**src/rtl/pc_match_trigger.sv**
```systemverilog
module pc_match_trigger #(
  parameter int PC_W = 32
) (
  input  logic            clk,
  input  logic            rst_n,
  input  logic            wr_pc,
  input  logic            wr_mctl,
  input  logic [PC_W-1:0] wr_data,
  input  logic            trace_en,
  input  logic            match_en,
  input  logic            pc_valid,
  input  logic [PC_W-1:0] pc,
  output logic            stop_trig,
  output logic            pc_cause,
  output logic [PC_W-1:0] trig_pc_rd,
  output logic [PC_W-1:0] mctl_rd
);
  localparam int LEN_W = $clog2(PC_W);

  logic [PC_W-1:0]  trig_pc_q;
  logic [LEN_W-1:0] len_q;
  logic             sense_q;
  logic             en_q;
  logic             cause_q;
  logic             pulse_q;

  logic [PC_W-1:0] keep;
  logic            in_range;
  logic            fire;
  logic            rearm;

  assign keep     = {PC_W{1'b1}} << len_q;
  assign in_range = ((pc ^ trig_pc_q) & keep) == '0;
  assign fire     = pc_valid & trace_en & match_en & ~cause_q & (in_range ^ sense_q);
  assign rearm    = en_q & ~trace_en;

  always_ff @(posedge clk or negedge rst_n) begin
    if (!rst_n) begin
      trig_pc_q <= '0;
      len_q     <= '0;
      sense_q   <= 1'b0;
    end else begin
      if (wr_pc) trig_pc_q <= wr_data;
      if (wr_mctl) begin
        len_q   <= wr_data[LEN_W-1:0];
        sense_q <= wr_data[PC_W-1];
      end
    end
  end

  always_ff @(posedge clk or negedge rst_n) begin
    if (!rst_n) begin
      en_q    <= 1'b0;
      cause_q <= 1'b0;
      pulse_q <= 1'b0;
    end else begin
      en_q    <= trace_en;
      pulse_q <= fire;
      if (rearm)     cause_q <= 1'b0;
      else if (fire) cause_q <= 1'b1;
    end
  end

  assign stop_trig  = pulse_q;
  assign pc_cause   = cause_q;
  assign trig_pc_rd = trig_pc_q;
  assign mctl_rd    = {sense_q, {(PC_W-1-LEN_W){1'b0}}, len_q};
endmodule

```
**config.mk**
```make
export PLATFORM = sky130hd
export DESIGN_NAME = pc_match_trigger
export DESIGN_NICKNAME = d
export VERILOG_FILES = /design/src/rtl/pc_match_trigger.sv
export SDC_FILE = /design/constraint.sdc
export NUM_CORES = 1
export LEC_CHECK = 0
export ABC_AREA = 1
export BUFFER_PORTS_ARGS = -buffer_cell sky130_fd_sc_hd__buf_2
export CORE_MARGIN = 2
export CORE_UTILIZATION = 49
export DETAILED_ROUTE_END_ITERATION = 10
export PLACE_DENSITY = 0.85
export SYNTH_ARGS = -nofsm -noshare
export SYNTH_HDL_FRONTEND = slang
export SYNTH_SLANG_ARGS = --single-unit
export TNS_END_PERCENT = 50
```
**constraint.sdc**
```tcl
create_clock -name clk -period 3.3 [get_ports clk]
set_input_delay 0.33 -clock clk [delete_from_list [all_inputs] [get_ports clk]]
set_output_delay 0.33 -clock clk [all_outputs]
set_load 0.02 [all_outputs]
```
==> reports/metrics.cfg <==
[outcome]
status = finished, final reports clean

[cts]
cts_tree = built
clk_pin_slew_worst_paths_ps = 80
cts_hold_buffers = 0
cts_buffers = 5
cts-htree-levels = 2
post_cts_resized = 0
post_cts_buffers = 0
clock_sinks = 41
clockRootBuffer = clkbuf_8
cts_buffer_depth = 2
worstSkewPairLatency_ps = 300

[drt]
drt_iter0_drc = 69
drt_first_pass_iters = 4
vias_per_cell = 4.74
drc = 0
drt_wl_total_um = 6100
ant_nets = 0
drt-wirelength-per-cell_um = 12.5
vias = 2324

[global_route]
grt_max_degree = 42
grt_pass1_vias = 2384
grt-ovfl-total = 0
grt_pass1_wl_um = 10100
grt_usage_pct = 21.6
antenna_found_initial = 0

[worst_setup_path]
crit_slowest_cell = dfrtp_1
critPathBufInv = 1
cp_top_family = simple AND/OR/NAND/NOR gates
crit_chain = inv_2 > nand4_1 > nand2_1 > nor2_1 > nand2_1 > nor2_2 > nand3_1 > nand3_2 > nand2_1
crit_type = flip-flop to flip-flop
cp_common_cell = nand2_1
crit_arrival_ps = 1940
crit_path_max_incr_delay_ps = 660
setup.worst_path.start_class = flip-flop
crit_fanout = 15
cp-end-kind = flip-flop
worstPathRequired_ps = 3490

[timing]
hold_viol_final = 0
fin_crit_sh_pct = 53.1
maxSlewViolCount = 0
max_freq_mhz = 571
setup_ws_ps = 1550
finalSetupViolCount = 0
fin_setup_tns_ps = 0
slew_headroom_pct = 37.6
skew_ps = 2.53
fin_hold_ws_ps = 160
layout_min_cycle_time_ps = 1750
tightestPinTransition_ps = 936
rsz0062_at_grt = false

[layout]
final_util_pct = 62.3
final_common_cell = buf_2
final_cell_mix = buf_2, nand2_1, dfrtp_1
final_nets = 490
fin_area_um2 = 3160
nFillCells = 441
drive_gt1_share_pct = 36.9
fin_cells = 490
insertedDiodeCount = 0
areaGrowthSynthToFinish_pct = 24.1

[yosys]
ys_seq_elements = 41
synth_cell_type_count = 20
synthCells = 313
yosys_warnings = 0
synth_area_per_cell_um2 = 8.13
syn-cell-area_um2 = 2550
yosysSeqAreaShare_pct = 40.3

[place]
place_ws_ps = 1590
io_buffers = 110
place_inst = 482
place.gp.congestion = 1.02
dp_hpwl_um = 4740
post_dp_cell_area_um2 = 3030

[floorplanning]
ios = 137
fp.dieW_um = 76.1
die_h_um = 76.1
initial_core_util_pct = 50.2
core_um2 = 5070
rows = 26
dieArea_um2 = 5790

[power]
p_per_area_nw_per_um2 = 469
p_leak_nw = 1.76
p_total_mw = 1.48
ir_drop_mv = 0.272

[hold_path]
hp-class = input pin to flip-flop

[flow_run]
drv_cap = 0

[final cells by class]
type                    instances  area, um^2  area share (%)
inverters                      28         105            3.33
flip-flops and latches         41        1030            32.5
repair buffers                110         551            17.4
multi-input cells             233        1260            39.8
clock inverters                 3        65.1            2.06
clock buffers                   5        68.8            2.18
well taps                      70        87.6            2.77
[state kept, by name, indices dropped and copies added, names as in the netlist]
register / cells
len_q: 5
sense_q: 1
pc_cause: 1
stop_trig: 1
trig_pc_rd: 32
en_q: 1
[cells in the mapped netlist (all sizes together)]
cell    count  area share (%)
xnor2       5             1.7
nand4       1            0.25
buf        31             9.1
inv        28             4.1
nor2       23             3.9
or2         1            0.25
nand2      96              14
xor2       19             6.5
o21ai      18             3.5
nand3      18             3.7
nor4        1            0.25
dfrtp      41              40
clkbuf      5            0.74
mux2       25              11
conb        1            0.15
[logic make-up (layout without fill, tap and decap cells)]
group | count (synthesis) | count (layout) | share of synthesized area, %
compound gates | 18 | 18 | 3.54
xor+xnor | 24 | 24 | 8.26
buf+inv | 64 | 146 | 14.0
flops | 41 | 41 | 40.3
mux | 25 | 25 | 11.1
other cells | 1 | 26 | 0.147
simple gates | 140 | 140 | 22.7
[worst paths after layout]
check	from	to	slack (ps)	cells after the start
min reg2reg	trig_pc_rd[30]	trig_pc_rd[30]	550	1
max in group asynchronous	rst_n	trig_pc_rd[26]	2540	1
min	trace_en	en_q	160	1
min in group asynchronous	rst_n	trig_pc_rd[6]	170	1
max reg2reg	len_q[4]	pc_cause	1550	9
max	len_q[4]	pc_cause	1550	9
[report_power, final]
group / switching (mW) / internal, mW
Sequential: 0.0503 / 0.549
Clock: 0.183 / 0.301
Combinational: 0.247 / 0.154
Total: 0.480 / 1.00
[metal layers]
metal | vias to the layer above | GRT usage [%] | wire length (um)
met5 | - | 0 | 0
li1 | 1137 | - | -
met1 | 1051 | 25.1 | 2500
met3 | 16 | 4.86 | 484
met2 | 120 | 39.3 | 3000
met4 | 0 | 7.27 | 121
Note: power is estimated with default switching activity, not from simulation.
